$ cat config.mk
export PLATFORM = sky130hd
export DESIGN_NAME = soft_slicer
export DESIGN_NICKNAME = d
export VERILOG_FILES = /design/src/rtl/soft_slicer_pkg.sv /design/src/rtl/ss_reset_sync.sv /design/src/rtl/ss_magnitude.sv /design/src/rtl/ss_thresh_gen.sv /design/src/rtl/ss_level_cmp.sv /design/src/rtl/ss_encode.sv /design/src/rtl/soft_slicer.sv
export SDC_FILE = /design/constraint.sdc
export NUM_CORES = 1
export LEC_CHECK = 0
export BUFFER_PORTS_ARGS = -buffer_cell sky130_fd_sc_hd__buf_2
export CAP_MARGIN = 20
export CORE_MARGIN = 2
export CORE_UTILIZATION = 39
export DETAILED_ROUTE_END_ITERATION = 7
export PLACE_DENSITY = 0.58
export SYNTH_ARGS = -nofsm -noshare
export SYNTH_HDL_FRONTEND = slang
export SYNTH_SLANG_ARGS = --single-unit
$ cat constraint.sdc
create_clock -name clk -period 0.8 [get_ports clk]
set_input_delay 0.2 -clock clk [delete_from_list [all_inputs] [get_ports clk]]
set_output_delay 0.2 -clock clk [all_outputs]
set_load 0.02 [all_outputs]
$ cat src/rtl/soft_slicer_pkg.sv
package soft_slicer_pkg;

  // confidence level width and resulting soft code width
  localparam int LVL_W  = 2;
  localparam int CODE_W = LVL_W + 1;

  // lane indices
  localparam int LANE_I   = 0;
  localparam int LANE_Q   = 1;
  localparam int NUM_LANE = 2;

  typedef enum logic {
    FMT_SIGN_MAG = 1'b0,
    FMT_TWOS     = 1'b1
  } soft_fmt_e;

  typedef logic [LVL_W-1:0]  level_t;
  typedef logic [CODE_W-1:0] code_t;

endpackage

$ cat src/rtl/ss_reset_sync.sv
module ss_reset_sync (
  input  logic clk,
  input  logic rst_n,
  output logic rst_sync_n
);

  logic stage1_q;
  logic stage2_q;

  always_ff @(posedge clk or negedge rst_n) begin
    if (!rst_n) begin
      stage1_q <= 1'b0;
      stage2_q <= 1'b0;
    end else begin
      stage1_q <= 1'b1;
      stage2_q <= stage1_q;
    end
  end

  assign rst_sync_n = stage2_q;

endmodule

$ cat src/rtl/ss_magnitude.sv
module ss_magnitude #(
  parameter int DATA_W = 10,
  localparam int MAG_W = DATA_W - 1
) (
  input  logic [DATA_W-1:0] sample,
  output logic              neg,
  output logic [MAG_W-1:0]  mag
);

  localparam logic [DATA_W-1:0] MOST_NEG = {1'b1, {(DATA_W-1){1'b0}}};

  logic [DATA_W-1:0] negated;

  always_comb begin
    neg     = sample[DATA_W-1];
    negated = ~sample + DATA_W'(1);
    if (sample == MOST_NEG) begin
      // -1.0 has no positive twin: pin it to full scale
      mag = '1;
    end else if (neg) begin
      mag = negated[MAG_W-1:0];
    end else begin
      mag = sample[MAG_W-1:0];
    end
  end

endmodule

$ cat src/rtl/ss_thresh_gen.sv
module ss_thresh_gen #(
  parameter int TH_W  = 7,
  parameter int MAG_W = 9,
  localparam int CMP_W = MAG_W + 2
) (
  input  logic [TH_W-1:0]  thresh,
  output logic [CMP_W-1:0] t1,
  output logic [CMP_W-1:0] t2,
  output logic [CMP_W-1:0] t3
);

  logic [CMP_W-1:0] base;

  // align the threshold LSB with the magnitude LSB
  generate
    if (MAG_W >= TH_W) begin : g_up
      localparam int SH = MAG_W - TH_W;
      assign base = CMP_W'(thresh) << SH;
    end else begin : g_down
      localparam int SH = TH_W - MAG_W;
      assign base = CMP_W'(thresh >> SH);
    end
  endgenerate

  // two spare bits above the magnitude keep 3x from wrapping
  always_comb begin
    t1 = base;
    t2 = base << 1;
    t3 = base + (base << 1);
  end

endmodule

$ cat src/rtl/ss_level_cmp.sv
module ss_level_cmp
  import soft_slicer_pkg::*;
#(
  parameter int MAG_W = 9,
  localparam int CMP_W = MAG_W + 2
) (
  input  logic [MAG_W-1:0] mag,
  input  logic [CMP_W-1:0] t1,
  input  logic [CMP_W-1:0] t2,
  input  logic [CMP_W-1:0] t3,
  output level_t           level
);

  logic [CMP_W-1:0] mag_ext;
  logic             ge1, ge2, ge3;

  always_comb begin
    mag_ext = CMP_W'(mag);
    ge1     = (mag_ext >= t1);
    ge2     = (mag_ext >= t2);
    ge3     = (mag_ext >= t3);
    if (ge3) begin
      level = 2'd3;
    end else if (ge2) begin
      level = 2'd2;
    end else if (ge1) begin
      level = 2'd1;
    end else begin
      level = 2'd0;
    end
  end

endmodule

$ cat src/rtl/ss_encode.sv
module ss_encode
  import soft_slicer_pkg::*;
(
  input  logic      neg,
  input  level_t    level,
  input  soft_fmt_e fmt,
  output code_t     code
);

  always_comb begin
    unique case (fmt)
      FMT_TWOS: begin
        // -(L+1) equals the bitwise inverse of L with the sign set
        if (neg) code = {1'b1, ~level};
        else     code = {1'b0, level};
      end
      default: code = {neg, level};
    endcase
  end

endmodule

$ cat src/rtl/soft_slicer.sv
module soft_slicer
  import soft_slicer_pkg::*;
#(
  parameter int DATA_W = 10,
  parameter int TH_W   = 7
) (
  input  logic              clk,
  input  logic              rst_n,
  input  logic              in_valid,
  input  logic [DATA_W-1:0] in_i,
  input  logic [DATA_W-1:0] in_q,
  input  logic [TH_W-1:0]   cfg_thresh,
  input  logic              cfg_twos,
  output logic              out_valid,
  output logic [CODE_W-1:0] out_i,
  output logic [CODE_W-1:0] out_q
);

  localparam int MAG_W = DATA_W - 1;
  localparam int CMP_W = MAG_W + 2;

  logic             rst_sync_n;
  logic [CMP_W-1:0] th1, th2, th3;
  soft_fmt_e        fmt;

  logic [DATA_W-1:0] lane_in   [NUM_LANE];
  logic              lane_neg  [NUM_LANE];
  logic [MAG_W-1:0]  lane_mag  [NUM_LANE];
  level_t            lane_lvl  [NUM_LANE];
  code_t             lane_code [NUM_LANE];
  code_t             code_d    [NUM_LANE];
  code_t             code_q    [NUM_LANE];
  logic              valid_d;
  logic              valid_q;

  ss_reset_sync u_rst (
    .clk        (clk),
    .rst_n      (rst_n),
    .rst_sync_n (rst_sync_n)
  );

  ss_thresh_gen #(.TH_W(TH_W), .MAG_W(MAG_W)) u_thr (
    .thresh (cfg_thresh),
    .t1     (th1),
    .t2     (th2),
    .t3     (th3)
  );

  assign fmt = soft_fmt_e'(cfg_twos);
  assign lane_in[LANE_I] = in_i;
  assign lane_in[LANE_Q] = in_q;

  generate
    for (genvar k = 0; k < NUM_LANE; k++) begin : g_lane
      ss_magnitude #(.DATA_W(DATA_W)) u_mag (
        .sample (lane_in[k]),
        .neg    (lane_neg[k]),
        .mag    (lane_mag[k])
      );

      ss_level_cmp #(.MAG_W(MAG_W)) u_cmp (
        .mag   (lane_mag[k]),
        .t1    (th1),
        .t2    (th2),
        .t3    (th3),
        .level (lane_lvl[k])
      );

      ss_encode u_enc (
        .neg   (lane_neg[k]),
        .level (lane_lvl[k]),
        .fmt   (fmt),
        .code  (lane_code[k])
      );

      // next state: load on strobe, otherwise hold
      always_comb begin
        code_d[k] = in_valid ? lane_code[k] : code_q[k];
      end

      always_ff @(posedge clk or negedge rst_sync_n) begin
        if (!rst_sync_n) begin
          code_q[k] <= '0;
        end else if (in_valid) begin
          code_q[k] <= code_d[k];
        end
      end

      // a negative sample always has a nonzero magnitude
      p_neg_nonzero_r5: assert property (@(posedge clk) disable iff (!rst_sync_n)
        (in_valid && lane_in[k][DATA_W-1]) |-> (lane_mag[k] != '0));

      // zero magnitude against a nonzero threshold is level 0
      p_zero_level_r3: assert property (@(posedge clk) disable iff (!rst_sync_n)
        (in_valid && lane_mag[k] == '0 && th1 != '0) |-> (lane_lvl[k] == 2'd0));
    end
  endgenerate

  always_comb begin
    valid_d = in_valid;
  end

  always_ff @(posedge clk or negedge rst_sync_n) begin
    if (!rst_sync_n) begin
      valid_q <= 1'b0;
    end else begin
      valid_q <= valid_d;
    end
  end

  assign out_valid = valid_q;
  assign out_i     = code_q[LANE_I];
  assign out_q     = code_q[LANE_Q];

  // output strobe follows the input strobe by one cycle
  p_valid_follow_r2: assert property (@(posedge clk) disable iff (!rst_sync_n)
    in_valid |=> out_valid);
  p_valid_drop_r2: assert property (@(posedge clk) disable iff (!rst_sync_n)
    !in_valid |=> !out_valid);

  // idle cycles leave the soft outputs untouched
  p_hold_r9: assert property (@(posedge clk) disable iff (!rst_sync_n)
    !in_valid |=> ($stable(out_i) && $stable(out_q)));

  // sign/magnitude carries the input sign in the top bit
  p_sm_sign_r6: assert property (@(posedge clk) disable iff (!rst_sync_n)
    (in_valid && !cfg_twos) |=> (out_i[CODE_W-1] == $past(in_i[DATA_W-1])));

  // two's complement output is negative exactly for negative samples
  p_tc_sign_r7: assert property (@(posedge clk) disable iff (!rst_sync_n)
    (in_valid && cfg_twos) |=> (out_q[CODE_W-1] == $past(in_q[DATA_W-1])));

endmodule

==> results list, run 1 <==
- Net count reported at finish: 479
- The final critical path takes up 325% of the cycle.
* Maximum number of pins on one net before global-route repair: 10
- The first TritonRoute pass finished after 4 iterations.
- Vias in the first global route: 2484
- DRC marker count from the first detailed-route iteration: 56
* Critical path's most frequent cell: ha_4
- The count of pins over their slew limit was 0.
- Synthesized flop and latch total: 9
* GRT overflow: 0
* Violated checks: setup timing
- Hold Crit Class: reg -> async
* End of the worst register-to-register path: out_q[0]$_DFFE_PN0P_
- Layout Cell Area excl Fill: 3690 µm²
* Proportion of synthesized chip area in sequential cells: 11.0%
* Biggest cell delay along the critical path: 0.41 ns
- After detailed routing, the number of remaining DRC violations is 0.
- Y dimension of the die: 76.6 µm
* Worst IR Drop VDD: 0.644 mV
* Element type at the critical path end: register
- The worst register-to-register path has a depth of 3.
* Area Growth Syn to Fin: 79.5%
* Worst path bufs/invs: 2
* Number of logic stages on the critical path including buffering: 13
- Count of final hold-check violations: 0
- Top Ports: 38
* Worst clock skew on the final layout: 0.0100 ns
- Initial antenna violation count: 0
- Global routing usage summed across all routing layers: 21.8%
- Die width: 76.6 µm
* Leading cell types by total area after synthesis: ha_1 28%, dfrtp_1 11%, nand2_1 4.2%, inv_1 4.0%, xor2_1 3.8%
- Synthesis produced a netlist whose cell count is 257.
* Total setup violations reported at the end of the flow: 12
* Number of H-tree levels: 1
- Run status: finished, violations left
- Remaining antenna violation count: 0
- Cell area after synthesis: 2050 µm²
* Post-synth EDFFs: 0
* Diode count: 0
- CTS Buf Count: 3
* Cell family contributing the most delay on the critical path: adder cells
- Max-cap violations: 0
- Power spread over the standard cell area amounts to 1100 nW/µm².
* Crit path required time: 0.96 ns
- Half-perimeter wire length after placement: 5180 µm
- Setup repair after global routing could not meet its margin everywhere.
- Walking the worst path, the cells encountered are buf_8, ha_4, inv_2, fa_2, nor2b_2, o21ai_1, a21o_1, ha_4, o22ai_1, o32a_1, maj3_2, or4_1, nand3_1.
* Post-placement cell area: 3100 µm²
* R2R setup slack: -0.10 ns
- Setup slack on the critical path of the routed design comes to -1.80 ns.
- In this run, distinct cell masters in the synthesized netlist total 56.
- Among all flip-flop cells after synthesis, the most frequent one is dfrtp_1.
- Fraction of registers with async set or reset after synthesis: 100%
* Leak Pwr: 0.00182 µW
- The worst setup path is of the in -> reg kind.
* Setup TNS after final layout: -8.20 ns
- Timing would allow up to 385 MHz.
- The first global-routing pass estimated 10700 µm of wire.
- Die Footprint: 5860 µm²
- Clock-pin slew was measured on the worst setup and hold paths at 0.05 ns.
- Clk root buf: clkbuf_8
* Clock network latency to the later pin of the worst-skew pair: 0.24 ns
* Input/output buffers: 37
- TritonCTS sink count: 9
- Final GP Congestion: 0.852
- Arrival time reported for the critical path endpoint: 2.76 ns
- The slowest stage of the critical path belongs to the cell or4_1.
- Std-Cell Core Area: 5110 µm²
* Final min period: 2.60 ns
- In this run the worst path has a maximum fanout of 4.
* Startpoint of the most critical register-to-register path: out_q[0]$_DFFE_PN0P_
- Total wirelength of the detailed-routed design: 6370 µm
- The top cell type by area accounts for 28.0% of the synthesized area.
- The final route contains 2376 vias.
- TritonCTS built the clock tree.
- After detailed routing, the number of vias per cell comes to 5.06.
- In the final layout, the share of cells above drive strength 1 is 52.3%.
- Synthesized area per cell: 7.99 µm²
* Critical path startpoint category: input pin
* Clock buffer depth: 2
- Cell accounting for the most synthesized area: ha_1
* # rows: 26
- Number of filler cells placed in the layout: 438
- Synthesis warning total: 0
- Dividing the detail-routed wire length by the instance count gives 13.6 µm.
- Initial core utilization: 40.2%
- The number of nets handed over by synthesis was 335.
-- power breakdown --
part	internal [µW]	switching [µW]
clock	348	189
combinational	1580	1340
sequential	534	63.5
total	2460	1590
-- sequential cells by signal (all words and copies together), names as in the netlist --
| name | count |
|---|---|
| out_q | 3 |
| out_valid | 1 |
| u_rst.rst_sync_n | 1 |
| u_rst.stage1_q | 1 |
| out_i | 3 |
-- cell usage after synthesis (2+ instances only) --
cell	number
nor2_1	12
dfrtp_1	9
o21ai_0	8
o211ai_1	3
o2111ai_1	3
a211oi_1	5
nor3_1	3
nand4b_1	2
a21o_1	6
nor3b_1	3
a21oi_1	15
ha_1	46
nand3_1	9
nor4_1	3
and3_1	3
xnor2_1	4
nor4b_1	2
o221ai_1	2
nor2b_1	4
or3b_1	2
xor2_1	9
o22ai_1	3
o31ai_1	6
nand3b_1	2
mux2_2	3
inv_1	22
o21a_1	6
and2_1	2
nand2b_1	6
o21ai_1	6
nand2_1	23
-- stage by stage --
step / std cells / hold slack, ns / worst slack, ns / power, µW / utilization, %
final: 470 / 0.105 / -1.80 / 4050 / 72.2
after CTS: 462 / 0.114 / -1.77 / 3750 / 66.3
after detailed placement: 449 / -0.00981 / -2.12 / 2910 / 60.8
after global placement: 449 / -0.0145 / -2.05 / 2850 / 60.8
after floorplan: 257 / -0.0956 / -1.81 / 1930 / -
after global routing: 470 / 0.142 / -1.92 / 4400 / 72.2
-- placed cells by master, fill, tap and decap left out, types with 3 or more instances in the layout --
| cell type | Yosys | routed |
|---|---|---|
| o211ai_1 | 3 | 3 |
| o21ai_0 | 8 | 4 |
| nand2_2 | 0 | 6 |
| dfrtp_1 | 9 | 7 |
| inv_1 | 22 | 17 |
| buf_4 | 0 | 101 |
| nand2_1 | 23 | 17 |
| buf_8 | 0 | 5 |
| o31ai_1 | 6 | 3 |
| o21a_1 | 6 | 6 |
| o22ai_1 | 3 | 3 |
| nand2b_1 | 6 | 4 |
| o31ai_2 | 0 | 3 |
| buf_6 | 0 | 10 |
| nand3_1 | 9 | 7 |
| and3_1 | 3 | 3 |
| a21o_1 | 6 | 6 |
| clkbuf_8 | 0 | 3 |
| ha_4 | 0 | 9 |
| xor2_1 | 9 | 7 |
| a21oi_1 | 15 | 11 |
| ha_1 | 46 | 37 |
| a21oi_2 | 0 | 4 |
| o21ai_1 | 6 | 8 |
| a211oi_2 | 0 | 3 |
| buf_2 | 1 | 22 |
| nor2_1 | 12 | 11 |
-- worst reg2reg max path: cells and delay by family, from the launching register on --
family,cells,cell delay [ns]
DFF,1,0.39
buffers and inverters,1,0.14
AOI/OAI and AO/OA,1,0.10
and+or+nand+nor,1,0.15
-- cells by family after synthesis --
group / after synthesis / synth area share (%)
buffers and inverters: 25 / 4.63
adder cells (fa/ha/maj): 48 / 29.5
AO/OA/AOI/OAI: 73 / 24.4
flip-flops: 9 / 11.0
other: 1 / 0.183
XOR/XNOR: 13 / 5.54
multiplexers: 5 / 2.86
AND/OR/NAND/NOR: 83 / 21.9
-- worst max path at each step --
stage / slack (ns) / endpoint / startpoint
final: -1.80 / out_i[1]$_DFFE_PN0P_ / cfg_thresh[0]
after detailed placement: -2.12 / out_i[1]$_DFFE_PN0P_ / cfg_thresh[0]
after global placement: -2.05 / out_i[0]$_DFFE_PN0P_ / in_i[2]
after CTS: -1.77 / out_i[1]$_DFFE_PN0P_ / cfg_thresh[0]
after floorplan: -1.81 / out_i[1]$_DFFE_PN0P_ / in_i[1]
after global routing: -1.92 / out_i[1]$_DFFE_PN0P_ / in_i[1]
-- layout make-up --
class	instances	area (µm²)	area share (%)
Multi-Input combinational cell	223	2110	57.1
Sequential cell	9	228	6.18
Inverter	23	114	3.09
Clock buffer	4	45.0	1.22
Tap cell	70	87.6	2.38
Timing Repair Buffer	141	1110	30.0
-- timing repair --
item	4_1_cts	5_1_grt
endpoints found under the setup margin	11	12
pin swaps	9	30
hold endpoints to repair	2	0
gates resized for setup	43	47
hold buffers	1	0
setup buffers	8	8
-- per-layer routing --
layer | vias up | GRT usage (%) | part of all wire (%)
met1 | 1087 | 26.4 | 43
met2 | 34 | 42.7 | 53
met3 | 7 | 1.42 | 2.5
li1 | 1248 | - | -
met5 | - | 0 | 0
met4 | 0 | 3.27 | 1.2
(Power assumes the default switching activity.)
==> run 2, diff against run 1 <==
Settings changed: CORE_UTILIZATION 39 to 55, PLACE_DENSITY 0.58 to 0.78.
==> results list, run 2 <==
- Run status: stopped before the end (was finished, violations left).
* Last step reached: global routing
- Error text reported by the tool: [ERROR DPL-0038] Utilization greater than 100%, impossible to legalize
- The width of the die was 65.1 µm (was 76.6 µm).
* Synthesis warning total: 0 (unchanged)
- Area share of the leading cell type in the synthesized netlist: 28.0% (unchanged)
- Maximum number of pins on one net before global-route repair: 10
- The netlist area before placement came to 2050 µm² (unchanged).
* Clk root buf: clkbuf_8 (unchanged)
* Half-perimeter wire length after placement: 5190 µm (was 5180 µm)
- The global-route repair_timing pass left the worst setup endpoint at out_i[0]$_DFFE_PN0P_/D.
- The placed cell area came to 3040 µm² (was 3100 µm²).
- Most common library cells after synthesis: 46 x ha_1, 23 x nand2_1, 22 x inv_1 (unchanged)
* Input/output buffers: 37 (unchanged)
- Synthesized netlist net count: 335 (unchanged)
- Leading cell types by total area after synthesis: ha_1 28%, dfrtp_1 11%, nand2_1 4.2%, inv_1 4.0%, xor2_1 3.8% (unchanged).
* Final GP Congestion: 0.876 (was 0.852)
* Initial core utilization: 56.5% (was 40.2%)
* CTS Buf Count: 3 (unchanged)
- Post-synth EDFFs: 0 (unchanged)
* Synthesized area per cell: 7.99 µm² (unchanged)
* Synthesized flop and latch total: 9 (unchanged)
* Y dimension of the die: 65.1 µm (was 76.6 µm)
* Clock buffer depth: 2 (unchanged)
- Number of H-tree levels: 1 (unchanged)
* Cell accounting for the most synthesized area: ha_1 (unchanged)
- # rows: 22 (was 26)
- TritonCTS sink count: 9 (unchanged)
* Most frequently used cell type in the post-synthesis netlist: ha_1 (unchanged)
- Number of distinct library cells after synthesis: 56 (unchanged)
- The sequential share of the synthesized area is 11.0% (unchanged).
- The post-synthesis async set-or-reset flop share is 100% (unchanged).
- After the last repair the worst path ends at a register data pin.
- Gate count of the mapped netlist: 257 (unchanged)
* Top Ports: 38 (unchanged)
- Most used flip-flop cell after synthesis: dfrtp_1 (unchanged)
-- run 2: metrics by stage --
stage	TNS [ns]	std cells	hold WS (ns)	utilization [%]	setup slack, ns
after floorplan	-6.81	257	-0.0956	-	-1.81
after global placement	-8.21	425	-0.0137	83.6	-2.06
after detailed placement	-8.49	425	-0.0114	83.6	-2.12
after CTS	-7.92	440	0.116	95.3	-1.80
-- run 2: timing repair --
item                                    CTS
hold endpoints to repair                  2
resized for setup                        69
endpoints found under the setup margin   11
hold buffers                              1
setup buffers                            11
pin swaps                                27
-- run 2: kinds of logic after synthesis --
group / count (synthesis) / share of synthesized area, %
xor gates and xnor gates: 13 / 5.54
and+or+nand+nor: 83 / 21.9
DFF: 9 / 11.0
muxes: 5 / 2.86
other: 1 / 0.183
adders and majority gates: 48 / 29.5
AOI/OAI and AO/OA: 73 / 24.4
buffers and inverters: 25 / 4.63
==> run 3, diff against run 2 <==
Settings changed: CORE_UTILIZATION 55 to 40, PLACE_DENSITY 0.78 to unset, PLACE_DENSITY_LB_ADDON set to 0.15.
==> results list, run 3 (synthesis gave the netlist of run 1 again) <==
* Leak Pwr: 0.00175 µW
- Element type at the critical path end: register
- Dividing the detail-routed via count by the number of cells gives 5.29.
* Remaining antenna violation count: 0
- The clock root buffer master is clkbuf_8 (unchanged).
- Violated checks: setup timing
- In the post-route analysis, the smallest setup slack over all paths is -1.79 ns.
- Of the available clock period, the critical path in the final layout requires 324%.
- Commonest cells after routing, fill and taps aside: 88 x buf_4, 28 x ha_1, 21 x buf_2
- The die extent in y is 75.7 µm (was 65.1 µm).
- The region available for standard cell placement spans 5040 µm².
- Commonest non-fill, non-tap cell in the layout: buf_4
- Via count: 2435
- The die covers 5730 µm².
- In this run the worst hold path is classified as reg -> async.
- For the finished layout, the period the worst path requires is 2.59 ns.
- Along the worst path, the maximum fanout reaches 4.
* Clock buffer depth: 2 (unchanged)
- After global routing the overflow that remains totals 0.
- Achievable frequency: 386 MHz
- TritonCTS built the clock tree.
* Run status: finished, violations left (was stopped before the end)
- Startpoint of the most critical register-to-register path: out_i[1]$_DFFE_PN0P_
* RSZ-0062 raised after global routing: true
- DRC violations left: 0
- CTS Buf Count: 3 (unchanged)
* Total setup violations reported at the end of the flow: 11
- DRC marker count from the first detailed-route iteration: 119
* Total wirelength of the detailed-routed design: 6730 µm
* Area Growth Syn to Fin: 80.3%
- Worst IR Drop VDD: 0.806 mV
- Half-perimeter wire length after placement: 5010 µm (was 5190 µm)
- The final count of hold timing violations is 0.
* Crit path required time: 0.96 ns
- The total number of H-tree levels was 1 (unchanged).
- For the worst setup path, the data arrival time is 2.75 ns.
- For this run, the total global-route usage over all layers was measured as 21.9%.
- The worst slack after detailed placement came to -2.13 ns (was -2.12 ns).
- The count of pins over their slew limit came to 0.
* Total power: 4070 µW
- The first global-routing pass estimated 9720 µm of wire.
* Input/output buffers: 37 (unchanged)
- In the final layout, the share of cells above drive strength 1 is 53.6%.
- Dividing the detail-routed wire length by the instance count gives 14.6 µm.
- Pre-antenna DRT Iters: 4
- CP Class: in -> reg
* Critical Path Source: cfg_thresh[1]
* Worst clock skew on the final layout: 0.000834 ns
- The clock reaches the later pin of the worst-skew pair after 0.22 ns.
- The last weighted congestion value of the routability-driven placer is 0.872 (was 0.876).
- Diode count: 0
- Vias in the first global route: 2138
- Maximum number of pins on one net before global-route repair: 8
* Critical path startpoint category: input pin
- In this run the power density over the cells is 1100 nW/µm².
* TritonCTS sink count: 9 (unchanged)
- Net count reported at finish: 469
* Top Ports: 38 (unchanged)
* Initial antenna violation count: 0
- Initial core utilization: 40.7% (was 56.5%)
- After clock tree synthesis, the clock-pin slew on the worst setup and hold paths is 0.04 ns.
* Max-cap violations: 0
- The width of the die is 75.7 µm (was 65.1 µm).
* # rows: 26 (was 22)
run 3: power breakdown:
| group | leakage (µW) | internal, µW | switching, µW |
|---|---|---|---|
| clock | 0.0000228 | 346 | 162 |
| sequential | 0.000106 | 534 | 58.6 |
| combinational | 0.00162 | 1570 | 1410 |
run 3: worst max-delay path, cell delays in order:
cell	delay, ns
buf_8	0.11
ha_4	0.15
inv_2	0.05
fa_2	0.23
nor2b_4	0.05
o31a_1	0.25
a21o_1	0.22
ha_4	0.28
o22ai_1	0.08
o32a_1	0.34
maj3_2	0.33
or4_1	0.40
nand3_1	0.08
run 3: path summary, 6_finish.rpt:
kind | to | slack (ns) | cells past startpoint
max | out_i[1]$_DFFE_PN0P_ | -1.79 | 13
max in group asynchronous | u_rst.stage1_q$_DFF_PN0_ | 0.42 | 2
max reg2reg | out_i[1]$_DFFE_PN0P_ | -0.06 | 3
min | out_valid$_DFF_PN0_ | 0.11 | 0
min in group clk | out_valid$_DFF_PN0_ | 0.25 | 2
min reg2reg | out_valid$_DFF_PN0_ | 0.11 | 0
run 3: per-stage QoR:
step | TNS, ns | std cells | hold slack (ns) | cell area, µm² | utilization [%]
after floorplan | -6.81 | 257 | -0.0956 | 2160 | -
after global placement | -8.37 | 445 | -0.0141 | 3050 | 60.5
after detailed placement | -8.57 | 445 | -0.0123 | 3050 | 60.5
after CTS | -7.90 | 458 | 0.122 | 3440 | 68.2
after global routing | -8.69 | 460 | 0.151 | 3700 | 73.4
final | -8.11 | 460 | 0.110 | 3700 | 73.4
run 3: timing repair:
| item | in CTS | in global routing |
|---|---|---|
| endpoints found under the hold margin | 2 | 0 |
| gates resized for setup | 61 | 45 |
| hold buffers | 1 | 0 |
| setup buffers | 8 | 3 |
| pin swaps | 27 | 36 |
| endpoints found under the setup margin | 11 | 11 |
run 3: layout make-up:
type | count | area, µm²
inverters | 23 | 111
clock buffers | 4 | 45.0
well taps | 70 | 87.6
flip-flops and latches | 9 | 228
multi-input cells | 223 | 2210
fillers | 373 | 1340
repair buffers | 131 | 1020
run 3: routing by layer:
| layer | track usage, % | vias to the layer above | part of all wire (%) |
|---|---|---|---|
| met5 | 0 | - | 0 |
| met3 | 0.926 | 12 | 3.7 |
| met4 | 4.09 | 0 | 1.6 |
| li1 | - | 1230 | - |
| met1 | 32.0 | 1140 | 46 |
| met2 | 36.0 | 53 | 49 |
==> run 4, diff against run 3 <==
Clock period 0.8 ns to 2.71 ns, I/O delays scaled along.
==> results list, run 4 (synthesis gave the netlist of run 1 again) <==
- RSZ-0062 raised after global routing: true (unchanged)
- Share of total power consumed by net switching: 40.3% (was 39.9%)
- Worst clock skew on the final layout: 0.00302 ns (was 0.000834 ns)
* Achievable frequency: 320 MHz
- First-pass GRT wire length: 9570 µm (was 9720 µm)
* Fraction of the cycle the final worst path needs: 115%
* Net count reported at finish: 466 (was 469)
- The number of antenna violations at the first check in global routing came to 0 (unchanged).
* TritonCTS clock tree: done (unchanged)
- Max-cap violations: 0 (unchanged)
- CP Class: in -> reg (unchanged)
- The number of buffer and inverter stages on the critical path is 1 (was 2).
* Wire per inst: 13.7 µm (was 14.6 µm)
- The last weighted congestion value of the routability-driven placer is 0.872 (about the same).
- Cell family contributing the most delay on the critical path: compound AO/OA/AOI/OAI gates (was adder cells)
- Core occupancy in the finished layout: 70.1% (was 73.4%)
- Part of the total power dissipated in the clock network: 13.7% (was 12.4%)
- The die outline area came to 5730 µm² (unchanged).
* CP Cell Sequence: buf_2, ha_1, a21o_1, a21oi_1, xor2_2, ha_1, nand3_1, o32a_1, maj3_2, o211a_1, o31ai_2 (was buf_8, ha_4, inv_2, fa_2, nor2b_4, o31a_1, a21o_1, ha_4, o22ai_1, o32a_1, maj3_2, or4_1, nand3_1)
- CP max stage cell: o32a_1 (was or4_1)
- Hold Crit Class: reg -> async (unchanged)
- The wire length on met1 was 2730 µm (was 3070 µm).
* Number of filler cells placed in the layout: 386 (was 373)
- Y dimension of the die: 75.7 µm (unchanged)
* Biggest cell delay along the critical path: 0.35 ns (was 0.40 ns)
- Clk root buf: clkbuf_8 (unchanged)
- The final cell area excluding filler cells is 3530 µm² (was 3700 µm²).
* Clock network latency to the later pin of the worst-skew pair: 0.23 ns (was 0.22 ns)
- The initial cell density of the core was 40.7% (unchanged).
- The share of layout cells above drive strength 1 is 50.9% (was 53.6%).
- Slack of the critical path: -0.415 ns (was -1.79 ns)
- Clock buffer depth: 2 (unchanged)
* Global routing usage summed across all routing layers: 21.6% (was 21.9%)
- The topmost layer with routed signal wires is met4 (unchanged).
- Met3 wire length: 134 µm (was 252 µm)
* Run status: finished, violations left (unchanged)
- Pre-antenna DRT Iters: 4 (unchanged)
- The capturing element type of the critical path is a register (unchanged).
- The final count of hold timing violations was 0 (unchanged).
- The total number of H-tree levels is 1 (unchanged).
* Count of final max-slew check failures: 0 (unchanged)
* Critical path startpoint category: input pin (unchanged)
- CTS Buf Count: 3 (unchanged)
- The total met2 wirelength after detailed routing was 3290 µm (was 3300 µm).
- The I/O pin count came to 38 (unchanged).
- The power share of the sequential group is 14.9% (was 14.5%).
* Total power per unit cell area: 321 nW/µm² (was 1100 nW/µm²)
- The largest net degree at the start of global routing came to 11 (was 8).
- Leak Pwr: 0.00172 µW (was 0.00175 µW)
- Critical path's most frequent cell: ha_1 (was ha_4)
* Area Growth Syn to Fin: 72.0% (was 80.3%)
- Violated checks: setup timing (unchanged)
- The required time at the endpoint of the critical path is 2.85 ns (was 0.96 ns).
- The part of the total power dissipated in combinational logic was 71.4% (was 73.0%).
- Arrival time reported for the critical path endpoint: 3.27 ns (was 2.75 ns)
- The number of I/O port buffers is 37 (unchanged).
- DRC marker count from the first detailed-route iteration: 48 (was 119)
* TritonCTS sink count: 9 (unchanged)
- The clock-pin slew on the worst setup and hold paths was 0.04 ns (about the same).
- Subtracting the final worst setup slack from the clock period gives 3.12 ns.
- The core footprint is 5040 µm² (unchanged).
* Worst IR Drop VDD: 0.209 mV (was 0.806 mV)
- The width of the die was 75.7 µm (unchanged).
- Vias in the first global route: 2199 (was 2138)
- Commonest cells after routing, fill and taps aside: 87 x buf_4, 36 x ha_1, 30 x buf_2 (was 88 x buf_4, 28 x ha_1, 21 x buf_2).
- Commonest non-fill, non-tap cell in the layout: buf_4 (unchanged)
- Internal cell power: 676 µW (was 2450 µW)
- Number of instances in the placed design: 439 (was 445)
* GRT overflow: 0 (unchanged)
- The routed wire length came to 6260 µm (was 6730 µm).
- The total net switching power came to 457 µW (was 1630 µW).
- Post-placement cell area: 3030 µm² (was 3050 µm²)
- The total of endpoints with negative setup slack in the final report came to 4 (was 11).
- Cell Count, Final, Fillers Out: 457 (was 460)
- The number of cell rows came to 26 (unchanged).
* Remaining antenna violation count: 0 (unchanged)
- The via count was 2354 (was 2435).
* Total power: 1130 µW (was 4070 µW)
- Diode count: 0 (unchanged)
* Half-perimeter wire length after placement: 4890 µm (was 5010 µm)
- The routed via count divided by cell count is 5.15 (was 5.29).
* DRC violations left: 0 (unchanged)
- The worst-path maximum fanout was 4 (unchanged).
-- run 4: cell count changes in the layout (fill, tap and decap cells not counted), sizes merged --
cell | before | now
buf | 129 | 128
dlygate4sd3 | 1 | 0
clkinv | 0 | 1
inv | 23 | 22
clkbuf | 5 | 4
-- run 4: layout make-up --
cell class                 instances  area, µm²  share of cell area [%]
clock buffer                       4       45.0                    1.27
inverter                          23        111                    3.15
multi-input combinational        223       2110                    59.8
sequential                         9        225                    6.37
tap                               70       87.6                    2.48
timing repair buffer             128        953                    27.0
-- run 4: power by group through the flow --
stage	registers (µW)	logic, µW	clock network [µW]
after floorplan	196	372	0
after global placement	170	653	0
after detailed placement	171	665	0
after CTS	169	721	159
after global routing	172	895	168
final	169	809	155
-- run 4: per-layer routing --
metal,GRT usage [%],up-vias
li1,-,1226
met4,5.65,0
met5,0,-
met3,2.51,10
met1,27.0,1078
met2,38.9,40
-- run 4: final timing paths --
check	from	to	slack [ns]	cells past startpoint
setup / recovery	cfg_thresh[2]	out_i[0]$_DFFE_PN0P_	-0.41	11
hold / removal	u_rst.rst_sync_n$_DFF_PN0_	out_i[2]$_DFFE_PN0P_	0.11	0
setup reg to reg	out_q[0]$_DFFE_PN0P_	out_q[0]$_DFFE_PN0P_	1.95	2
hold reg to reg	u_rst.rst_sync_n$_DFF_PN0_	out_i[2]$_DFFE_PN0P_	0.11	0
max in group asynchronous	u_rst.rst_sync_n$_DFF_PN0_	out_i[0]$_DFFE_PN0P_	2.37	0
min in group clk	u_rst.stage1_q$_DFF_PN0_	u_rst.rst_sync_n$_DFF_PN0_	0.35	0
-- run 4: what timing repair did --
action | 4_1_cts | 5_1_grt
setup endpoints to repair | 4 | 4
hold buffers | 0 | 0
buffers inserted | 8 | 6
pin swaps | 10 | 27
resized for setup | 28 | 45
-- run 4: stage by stage --
step                      hold WS (ns)  setup TNS [ns]  setup slack, ns
final                            0.113           -1.22           -0.415
after global routing             0.149           -1.61           -0.494
after CTS                        0.126           -1.07           -0.372
after detailed placement         0.126           -2.41           -0.729
after global placement           0.119           -2.29           -0.664
after floorplan                 0.0815           -1.06           -0.378
